### src/rtl/scanseq_pkg.sv
package scanseq_pkg;

  typedef struct packed {
    logic ml;
    logic sw;
    logic hs;
    logic setc;
  } hent_t;

  typedef struct packed {
    logic odd_field;
    logic next_vs;
    logic wake_en;
    logic inc;
    logic clr;
    logic osc_en;
  } ctlw_t;

  function automatic logic [1:0] gray_next(input logic [1:0] g);
    case (g)
      2'b00:   return 2'b10;
      2'b10:   return 2'b11;
      2'b11:   return 2'b01;
      default: return 2'b00;
    endcase
  endfunction

endpackage

### src/rtl/nib_clockgen.sv
module nib_clockgen (
  input  logic clk,
  input  logic rst_n,
  input  logic osc_en,
  input  logic step_we,
  input  logic step_clr,
  input  logic step_inc,
  output logic tick,
  output logic ph_a,
  output logic ph_b,
  output logic nclk
);
  import scanseq_pkg::*;

  logic [1:0] g;
  logic       adv;
  logic       clr_now;

  assign clr_now = !osc_en && step_we && step_clr;
  assign adv     = osc_en || (step_we && step_inc && !step_clr);
  assign tick    = adv && (g == 2'b00);

  always_ff @(posedge clk or negedge rst_n) begin
    if (!rst_n)       g <= 2'b00;
    else if (clr_now) g <= 2'b00;
    else if (adv)     g <= gray_next(g);
  end

  assign ph_a = g[1];
  assign ph_b = g[0];
  assign nclk = (g == 2'b00);

  p_gray_step_r1: assert property (@(posedge clk) disable iff (!rst_n)
    adv |=> $countones(g ^ $past(g)) == 1);

  p_hold_r2: assert property (@(posedge clk) disable iff (!rst_n)
    (!adv && !clr_now) |=> $stable(g));

  p_clear_r2: assert property (@(posedge clk) disable iff (!rst_n)
    clr_now |=> nclk);

endmodule

### src/rtl/hctl_core.sv
module hctl_core #(
  parameter int AW = 8
) (
  input  logic                   clk,
  input  logic                   rst_n,
  input  logic                   tick,
  input  logic                   ram_we,
  input  scanseq_pkg::hent_t     ram_wdata,
  input  logic [AW-3:0]          start,
  input  logic                   force_ld,
  output logic [AW-1:0]          aar,
  output scanseq_pkg::hent_t     hn,
  output logic                   hs_q,
  output logic                   sw_q,
  output logic                   ml_q,
  output logic                   cphase,
  output logic                   odd_line
);
  import scanseq_pkg::*;

  localparam int DEPTH = 1 << AW;

  hent_t         mem [DEPTH];
  hent_t         entry;
  logic [AW-1:0] reload;

  assign reload = {start, 2'b00};
  assign entry  = mem[aar];

  always_ff @(posedge clk or negedge rst_n) begin
    if (!rst_n) begin
      for (int i = 0; i < DEPTH; i++) mem[i] <= '0;
    end else if (ram_we) begin
      mem[aar] <= ram_wdata;
    end
  end

  always_comb begin
    hn.setc = entry.setc;
    hn.ml   = entry.ml;
    hn.hs   = entry.hs && cphase;
    hn.sw   = entry.sw && cphase;
  end

  always_ff @(posedge clk or negedge rst_n) begin
    if (!rst_n) begin
      aar      <= '0;
      hs_q     <= 1'b0;
      sw_q     <= 1'b0;
      ml_q     <= 1'b0;
      cphase   <= 1'b0;
      odd_line <= 1'b0;
    end else if (tick) begin
      aar      <= (force_ld || hn.sw) ? reload : aar + 1'b1;
      hs_q     <= hn.hs;
      sw_q     <= hn.sw;
      ml_q     <= hn.ml;
      cphase   <= hn.sw ? 1'b0 : (hn.setc ? 1'b1 : cphase);
      odd_line <= odd_line ^ hn.sw;
    end
  end

  p_step_r3: assert property (@(posedge clk) disable iff (!rst_n)
    (tick && !force_ld && !hn.sw) |=> aar == AW'($past(aar) + 1'b1));

  p_mask_r4: assert property (@(posedge clk) disable iff (!rst_n)
    (tick && !cphase) |=> (!hs_q && !sw_q));

  p_cph_set_r5: assert property (@(posedge clk) disable iff (!rst_n)
    (tick && hn.setc && !hn.sw) |=> cphase);

  p_switch_r6: assert property (@(posedge clk) disable iff (!rst_n)
    (tick && hn.sw) |=> (aar == $past(reload) && !cphase && sw_q));

  p_force_r10: assert property (@(posedge clk) disable iff (!rst_n)
    (tick && force_ld) |=> aar == $past(reload));

endmodule

### src/rtl/sync_gen.sv
module sync_gen (
  input  logic clk,
  input  logic rst_n,
  input  logic tick,
  input  logic hs_q,
  input  logic sw_q,
  input  logic ml_q,
  input  logic hn_hs,
  input  logic hn_sw,
  input  logic hn_ml,
  input  logic cfg_nvs,
  input  logic cfg_odd,
  input  logic wake_en,
  input  logic task_run,
  input  logic wake_clr,
  output logic vs,
  output logic sctl,
  output logic drop,
  output logic wake
);
  logic sh_nvs;
  logic sh_odd;
  logic vs_edge;
  logic vs_d;
  logic sw_fall;

  assign vs_edge = sh_odd ? (hs_q && !hn_hs) : (ml_q && !hn_ml);
  assign vs_d    = vs_edge ? sh_nvs : vs;
  assign sw_fall = sw_q && !hn_sw;

  always_ff @(posedge clk or negedge rst_n) begin
    if (!rst_n) begin
      vs     <= 1'b0;
      sctl   <= 1'b0;
      drop   <= 1'b0;
      sh_nvs <= 1'b0;
      sh_odd <= 1'b0;
    end else if (tick) begin
      vs   <= vs_d;
      sctl <= hn_hs || vs_d || hs_q || vs;
      drop <= sctl;
      if (hn_sw) begin
        sh_nvs <= cfg_nvs;
        sh_odd <= cfg_odd;
      end
    end
  end

  always_ff @(posedge clk or negedge rst_n) begin
    if (!rst_n)                                          wake <= 1'b0;
    else if (tick && sw_fall && wake_en && !task_run)    wake <= 1'b1;
    else if (wake_clr)                                   wake <= 1'b0;
  end

  p_sctl_cover_r7: assert property (@(posedge clk) disable iff (!rst_n)
    (hs_q || vs) |-> sctl);

  p_drop_lag_r7: assert property (@(posedge clk) disable iff (!rst_n)
    tick |=> drop == $past(sctl));

  p_vs_hold_r8: assert property (@(posedge clk) disable iff (!rst_n)
    (tick && !vs_edge) |=> $stable(vs));

  p_wake_gate_r9: assert property (@(posedge clk) disable iff (!rst_n)
    $rose(wake) |-> ($past(wake_en) && !$past(task_run)));

endmodule

### src/rtl/scanline_seq.sv
module scanline_seq #(
  parameter int AW = 8
) (
  input  logic          clk,
  input  logic          rst_n,
  input  logic          ctl_we,
  input  logic [5:0]    ctl_wdata,
  input  logic          start_we,
  input  logic [AW-2:0] start_wdata,
  input  logic          ram_we,
  input  logic [3:0]    ram_wdata,
  input  logic          task_run,
  input  logic          wake_clr,
  output logic          clk_a,
  output logic          clk_b,
  output logic          nclk,
  output logic [AW-1:0] act_addr,
  output logic          line_switch,
  output logic          hsync,
  output logic          vsync,
  output logic          send_ctl,
  output logic          drop_clk_b,
  output logic          blank,
  output logic          odd_line,
  output logic          wake_req
);
  import scanseq_pkg::*;

  localparam int SW = AW - 2;

  ctlw_t         cw;
  logic          osc_en_q, wake_en_q, nvs_q, oddf_q;
  logic [SW-1:0] start_q;
  logic          force_q;
  logic          tick, ph_b, ml_q;
  hent_t         hn;

  assign cw = ctlw_t'(ctl_wdata);

  always_ff @(posedge clk or negedge rst_n) begin
    if (!rst_n) begin
      osc_en_q  <= 1'b0;
      wake_en_q <= 1'b0;
      nvs_q     <= 1'b0;
      oddf_q    <= 1'b0;
      start_q   <= '0;
      force_q   <= 1'b0;
    end else begin
      if (ctl_we) begin
        osc_en_q  <= cw.osc_en;
        wake_en_q <= cw.wake_en;
        nvs_q     <= cw.next_vs;
        oddf_q    <= cw.odd_field;
      end
      if (start_we) begin
        start_q <= start_wdata[SW-1:0];
        force_q <= start_wdata[SW];
      end
    end
  end

  nib_clockgen u_clk (
    .clk(clk), .rst_n(rst_n), .osc_en(osc_en_q),
    .step_we(ctl_we), .step_clr(cw.clr), .step_inc(cw.inc),
    .tick(tick), .ph_a(clk_a), .ph_b(ph_b), .nclk(nclk)
  );

  hctl_core #(.AW(AW)) u_hctl (
    .clk(clk), .rst_n(rst_n), .tick(tick),
    .ram_we(ram_we), .ram_wdata(hent_t'(ram_wdata)),
    .start(start_q), .force_ld(force_q),
    .aar(act_addr), .hn(hn), .hs_q(hsync), .sw_q(line_switch),
    .ml_q(ml_q), .cphase(blank), .odd_line(odd_line)
  );

  sync_gen u_sync (
    .clk(clk), .rst_n(rst_n), .tick(tick),
    .hs_q(hsync), .sw_q(line_switch), .ml_q(ml_q),
    .hn_hs(hn.hs), .hn_sw(hn.sw), .hn_ml(hn.ml),
    .cfg_nvs(nvs_q), .cfg_odd(oddf_q), .wake_en(wake_en_q),
    .task_run(task_run), .wake_clr(wake_clr),
    .vs(vsync), .sctl(send_ctl), .drop(drop_clk_b), .wake(wake_req)
  );

  assign clk_b = ph_b && !drop_clk_b;

  p_gate_r11: assert property (@(posedge clk) disable iff (!rst_n)
    drop_clk_b |-> !clk_b);

endmodule

### config.mk
export PLATFORM = sky130hd
export DESIGN_NAME = scanline_seq
export DESIGN_NICKNAME = d
export VERILOG_FILES = /design/src/rtl/scanseq_pkg.sv /design/src/rtl/nib_clockgen.sv /design/src/rtl/hctl_core.sv /design/src/rtl/sync_gen.sv /design/src/rtl/scanline_seq.sv
export SDC_FILE = /design/constraint.sdc
export NUM_CORES = 2
export LEC_CHECK = 0
export ABC_AREA = 0
export BUFFER_PORTS_ARGS = -buffer_cell sky130_fd_sc_hd__buf_4
export CAP_MARGIN = 15
export CORE_MARGIN = 2
export CORE_UTILIZATION = 43
export DETAILED_ROUTE_END_ITERATION = 16
export HOLD_SLACK_MARGIN = 0.1
export PLACE_DENSITY = 0.62
export SYNTH_ARGS = -nofsm -noshare
export SYNTH_HDL_FRONTEND = slang
export SYNTH_SLANG_ARGS = --single-unit
export TNS_END_PERCENT = 5
### constraint.sdc
create_clock -name clk -period 3.3 [get_ports clk]
set_input_delay 0.495 -clock clk [delete_from_list [all_inputs] [get_ports clk]]
set_output_delay 0.495 -clock clk [all_outputs]
set_load 0.01 [all_outputs]
# ---- After elaboration in Yosys (flattened, before gate mapping)
# Index checks and enable logic that the tools add are counted.
dict set report classes {
  n_addsub 1
  order_cmp 2
  n_eq_ne 2
  mux 16
  bitwise 2
  n_reduce_logical 33
}
# operator count
set ops {}
lappend ops {{$bwmux 1024} 1}
lappend ops {{$bmux 4 s8} 1}
lappend ops {{$demux 4 s8} 1}
lappend ops {{$logic_and 1x1->1} 15}
lappend ops {{$mux 4} 3}
lappend ops {{$ge 9x9->1 const B} 1}
lappend ops {{$lt 9x1->1 const B} 1}
lappend ops {{$not 8->9} 1}
lappend ops {{$add 8x1->8 const B} 1}
lappend ops {{$mux 8} 1}
lappend ops {{$logic_not 1->1} 7}
lappend ops {{$mux 1} 6}
lappend ops {{$pmux 2 s3} 1}
lappend ops {{$reduce_bool 2->1} 3}
lappend ops {{$logic_or 1x1->1} 5}
lappend ops {{$eq 2x2->1 const B} 2}
lappend ops {{$mux 2} 2}
lappend ops {{$reduce_and 2->1} 2}
lappend ops {{$logic_not 2->1} 1}
lappend ops {{$xor 1x1->1} 1}
dict set report word_totals {
  register_bits 1056
  inputBits 24
  out_inout_bits 19
  word_cells 1099
}

# ---- Longest topological paths before layout
dict set report logic_depth {
  depth_word 12
  ltp_mapped 15
}

# ---- Modules after synthesis
# Synthesis repeated with hierarchy kept, for this count alone.
dict set report hier_totals {
  hier_cells 3168
  hier_area_um2 48672.9
}
# mod instances cells_per_inst area_each_um2 seq_area_each_um2
set by_module_without_submodules {}
lappend by_module_without_submodules {hctl_core 1 3110 47829.6 25949.9}
lappend by_module_without_submodules {scanline_seq 1 24 442.9 275.3}
lappend by_module_without_submodules {sync_gen 1 21 267.8 150.1}
lappend by_module_without_submodules {nib_clockgen 1 13 132.6 50.0}

# ---- Worst setup path after synthesis
# No wires, ideal clock.
dict set report synth_timing {
  path_type {register -> register}
  startpoint {reg u_hctl.aar[1]}
  endpoint {reg u_hctl.cphase}
  setup_ps 130
  t_arrival_ps 3294
  required_time_ps 3170
  path_slack_ps -124
  stages_incl_launch_ff 14
  n_path_buf 7
  cell_sequence {dfrtp_1 -> buf_4 -> buf_6 -> buf_2 -> buf_4 -> buf_2 -> buf_2 -> buf_1 -> mux4_2 -> mux4_2 -> a22oi_1 -> nand3_1 -> nor3_1 -> a211oi_1}
}
dict set report synth_between {
  elab_chain_cells 7
}
# item line
set synth_rtl {}
lappend synth_rtl {{start: declaration} hctl_core.sv:11} ;# output logic [AW-1:0] aar,
lappend synth_rtl {{start signal: assignment} hctl_core.sv:54} ;# aar <= (force_ld || hn.sw) ? reload : aar + 1'b1;
lappend synth_rtl {{$not 8->9 (not written as such) *} hctl_core.sv:28} ;# assign entry = mem[aar];
lappend synth_rtl {{$bmux 4 s8 *} hctl_core.sv:28}
lappend synth_rtl {{$mux 4 (not written as such) * (2 in series)} hctl_core.sv:28}
lappend synth_rtl {{$logic_and 1x1->1} hctl_core.sv:42} ;# hn.sw = entry.sw && cphase;
lappend synth_rtl {{$reduce_bool 2->1 (no line)} --}
lappend synth_rtl {{$reduce_and 2->1 (no line)} --}
lappend synth_rtl {{end signal: assignment} hctl_core.sv:58} ;# cphase <= hn.sw ? 1'b0 : (hn.setc ? 1'b1 : cphase);
lappend synth_rtl {{end: declaration} hctl_core.sv:16} ;# output logic cphase,
# Every way passes the cells marked *; elsewhere a longest branch is shown, timed or not. The select of a mux whose other input is x is not followed.
# A chain may end at the register's enable or synchronous reset.

# ---- Worst setup path in the final report
dict set report layout_timing {
  startpoint {reg u_hctl.aar[0]}
  endpoint {reg u_sync.vs}
}
dict set report layout_between {
  elab_chain_cells 9
}
# item line
set layout_rtl {}
lappend layout_rtl {{$not 8->9 (not written as such) *} hctl_core.sv:28}
lappend layout_rtl {{$bmux 4 s8 *} hctl_core.sv:28}
lappend layout_rtl {{$mux 4 (not written as such) * (2 in series)} hctl_core.sv:28}
lappend layout_rtl {{$logic_and 1x1->1} hctl_core.sv:41} ;# hn.hs = entry.hs && cphase;
lappend layout_rtl {{$logic_not 1->1} sync_gen.sv:27} ;# assign vs_edge = sh_odd ? (hs_q && !hn_hs) : (ml_q && !hn_ml);
lappend layout_rtl {{$logic_and 1x1->1} sync_gen.sv:27}
lappend layout_rtl {{$mux 1 *} sync_gen.sv:27}
lappend layout_rtl {{$mux 1 *} sync_gen.sv:28} ;# assign vs_d = vs_edge ? sh_nvs : vs;
lappend layout_rtl {{end signal: assignment} sync_gen.sv:39} ;# vs <= vs_d;
lappend layout_rtl {{end: declaration} sync_gen.sv:16} ;# output logic vs,
# Marks and branches as above.

==> impl_summary.txt <==
----------------------------------------------------
[Yosys]
  Syn Inst Count ... 3257
  Synth Warn # ... 0
  Flop and latch count out of synthesis ... 1056
  Predominant post-synthesis flop cell ... dfrtp_1
  Cell variety after synth ... 63
  Number of nets produced by synthesis ... 3285
  Synthesized area per cell ... 15.02 um^2
  Async S/R FF share, synth ... 100.0%
  Netlist area before placement ... 48920 um^2
  Number of enable flip-flop cells after synthesis ... 0
  Sequential fraction of the synthesis area ... 54.02%

[Floorplanning]
  Num rows ... 123
  Height of the chip ... 341.3 um
  Initial Util ... 43.42%
  Die Span X ... 341.3 um
  Core ar. ... 112700 um^2
  Die area ... 116500 um^2
  Top-Level Pins ... 43

[Critical path]
  Crit start category ... register
  Highest fanout seen on the critical path ... 6
  CP Data Required Time ... 3.89 ns
  CP arrival ... 4.09 ns
  Critical path capture point type ... register
  Worst Path Class, Setup ... reg2reg

[Detailed routing]
  Via count ... 30387
  Wirelength, routed ... 143.1 mm
  First-pass iteration count of the detailed router ... 5
  Avg WL per Cell ... 28.30 um
  Initial DRC count ... 2364
  Antenna viol nets, final ... 0
  Average vias per placed instance ... ~6
  Number of remaining DRC errors ... 0

[STA]
  RSZ-0062 raised after global routing ... true
  Setup clock skew after layout ... about 0.026 ns
  Slew @ Worst Pin ... 0.8046 ns
  Ratio of final minimum period to clock period ... 105.9%
  Min setup slack post-route ... -0.1938 ns
  Number of pins exceeding their max-slew limit in the final report ... 0
  Tmin final ... ~3.5 ns
  Final hold violation count ... 0
  Worst max-slew margin expressed relative to the limit ... 46.36%
  Final setup violation count ... 10
  Timing-limited maximum frequency ... between 200 and 300 MHz

[CTS]
  CTS tree ... yes
  Clock latency of the later-clocked register in the worst-skew pair ... 0.71 ns
  Clock transition at the register clock pins on the worst setup and hold paths after CTS ... 0.06 ns
  Clock buffer count from CTS ... 110
  H-Tree Level Count ... 3
  Buffer depth of the longest clock path ... 3
  CTS sink cnt ... about 1100
  Root buffer cell ... clkbuf_16

[Final layout]
  Area growth from synthesis to layout ... 16.08%
  Layout net count ... about 3500
  Footprint of the multi-input gates ... 21430 um^2
  Commonest non-fill, non-tap cells in the layout ... dfrtp_1, mux2_2, mux4_2
  Reg area ... 26440 um^2
  Most frequent standard cell in the layout excluding fill and tap cells ... dfrtp_1
  Ratio of cells with drive above 1 in the final layout ... roughly half
  Count of filler cells inserted in the layout ... 9441

[Run status]
  Result of the run ... finished, violations left
  Violations in the final reports ... negative setup slack

[Pwr]
  Peak supply drop ... 0.5021 mV
  Static power due to leakage ... about 26 nW
  Power per Cell Area ... 753.9 nW/um^2
  Power, Total ... 0.04281 W

[Placement]
  HPWL reported at the end of detailed placement ... 97.79 mm
  Minimum setup slack after placement ... -0.5761 ns
  PortBufs ... 42
  Final weighted congestion of routability-driven global placement ... 0.9167

[Worst hold path]
  Kind of path behind the tightest hold check ... in2reg

[GRT]
  Most utilized layer in the global route result ... met2
  Met1 Usage GRT ... 34.39%
  Maximum number of pins on one net before global-route repair ... 121
  Number of antenna violations at the first check in global routing ... 1
  Number of global-route vias before repair ... between 30000 and 40000
  Remaining Overflow, GRT ... 0
  All-Layer GR Usage ... 24.75%
  Met2 Usage GRT ... 39.16%
  First-pass GRT wire length ... between 200 and 250 mm
  Met3 GRT Util ... 4.428%

[Job]
  Max Cap Violations ... 0

----------------------------------------------------
[flip-flops by register name (all words and copies together) (netlist names), 2 cells and up]
name        flops
u_clk.g         2
u_hctl.mem   1024
u_hctl.aar      8
start_q         6
[worst max-delay path, cell delays in order (launching register included)]
cell	delay, ns
dfrtp_4	0.50
buf_12	0.16
bufbuf_16	0.27
buf_4	0.14
mux4_2	0.41
mux2i_1	0.32
o22ai_2	0.15
nor3_4	0.27
buf_4	0.16
o2111ai_1	0.15
o32ai_2	0.38
a22oi_2	0.14
mux2_1	0.32
[stage by stage]
stage | setup TNS, ns | hold WS (ns) | instance area, um^2 | std cells | util [%]
global placement | -3.976 | 0.4712 | 52370 | 4798 | 46.49
floorplan | -0.005508 | 0.1994 | 48920 | 3257 | -
detailed placement | -3.865 | 0.4874 | 52370 | 4798 | 46.49
finish | -0.9549 | 0.1770 | 56780 | 5055 | 50.40
CTS | -0.5990 | 0.1456 | 56640 | 5044 | 50.28
global route | -1.994 | 0.2496 | 56780 | 5053 | 50.40
[report_power, final]
group          switching, W  internal [W]  total [W]
Combinational       0.00716       0.00656     0.0137
Clock               0.00529       0.00737     0.0127
Sequential          0.00137        0.0151     0.0164
Total                0.0138        0.0290     0.0428
[cell type report]
| cell class | count | share of cell area (%) |
|---|---|---|
| sequential | 1056 | 46.56 |
| multi-input combinational | 1942 | 37.74 |
| timing repair buffer | 338 | 5.842 |
| antenna | 2 | 0.008814 |
| inverter | 11 | 0.07712 |
| clock inverter | 33 | 0.7624 |
| tap | 1500 | 3.305 |
| clock buffer | 173 | 5.705 |
[layer usage]
layer | wire length [um] | vias up | part of all wire, %
met1 | 61210 | 16671 | 43
met5 | 0 | - | 0
li1 | - | 12499 | -
met4 | 5144 | 0 | 3.6
met3 | 8875 | 270 | 6.2
met2 | 67850 | 947 | 47
[logic make-up (layout without fill, tap and decap cells)]
kind of cell	Yosys count	after routing	synth area share (%)
buf+inv	259	555	2.422
mux	1352	1352	37.63
fa+ha+maj	4	4	0.1023
other cells	0	2	0
flops	1056	1056	54.02
simple gates	473	473	4.154
xor+xnor	1	1	0.01791
compound gates	112	112	1.652
[path summary, 6_finish.rpt]
path / startpoint / to / slack (ns) / depth (start not counted)
max in group asynchronous: rst_n / u_hctl.mem[389] / 1.87 / 3
worst min register to register: u_hctl.mem[485] / u_hctl.mem[485] / 0.50 / 1
worst max-delay path: u_hctl.aar[0] / u_sync.vs / -0.19 / 12
worst max register to register: u_hctl.aar[0] / u_sync.vs / -0.19 / 12
worst min-delay path: ctl_wdata[2] / u_clk.g[0] / 0.18 / 5
min in group asynchronous: rst_n / u_hctl.mem[863] / 0.37 / 2
[cells in the mapped netlist, drive strengths merged, types with 2 or more instances]
cell / instances / area [um^2]
nor4: 2 / 12.51
or3: 6 / 42.54
clkbuf: 182 / 683.2
nand3b: 4 / 30.03
nor2b: 11 / 68.82
nor2: 228 / 855.8
ha: 4 / 50.05
mux2: 1039 / 11710
nand3: 34 / 170.2
o21ai: 15 / 75.07
a22o: 2 / 17.52
buf: 66 / 460.4
nand2: 123 / 461.7
and3: 9 / 56.30
mux4: 285 / 6419
a22oi: 21 / 157.7
and2: 6 / 37.54
mux2i: 28 / 280.3
o211ai: 13 / 97.59
a2111oi: 5 / 43.79
o311a: 2 / 20.02
o22ai: 12 / 88.84
nor3: 26 / 135.1
nand2b: 14 / 87.58
inv: 10 / 37.54
nand4: 5 / 31.28
dfrtp: 1056 / 26430
a2bb2oi: 2 / 23.77
o2111ai: 4 / 35.03
o22a: 3 / 26.28
a21oi: 13 / 65.06
nor4b: 2 / 17.52
a31oi: 7 / 43.79
[what timing repair did]
item                       4_1_cts  5_1_grt
hold endpoints to repair        46        0
buffers inserted                12        8
gates resized for setup         34       11
pin swaps                       10        3
gates cloned                     3        1
setup endpoints to repair       18       16
hold buffers                    26        0
Note: power is estimated with default switching activity, not from simulation.
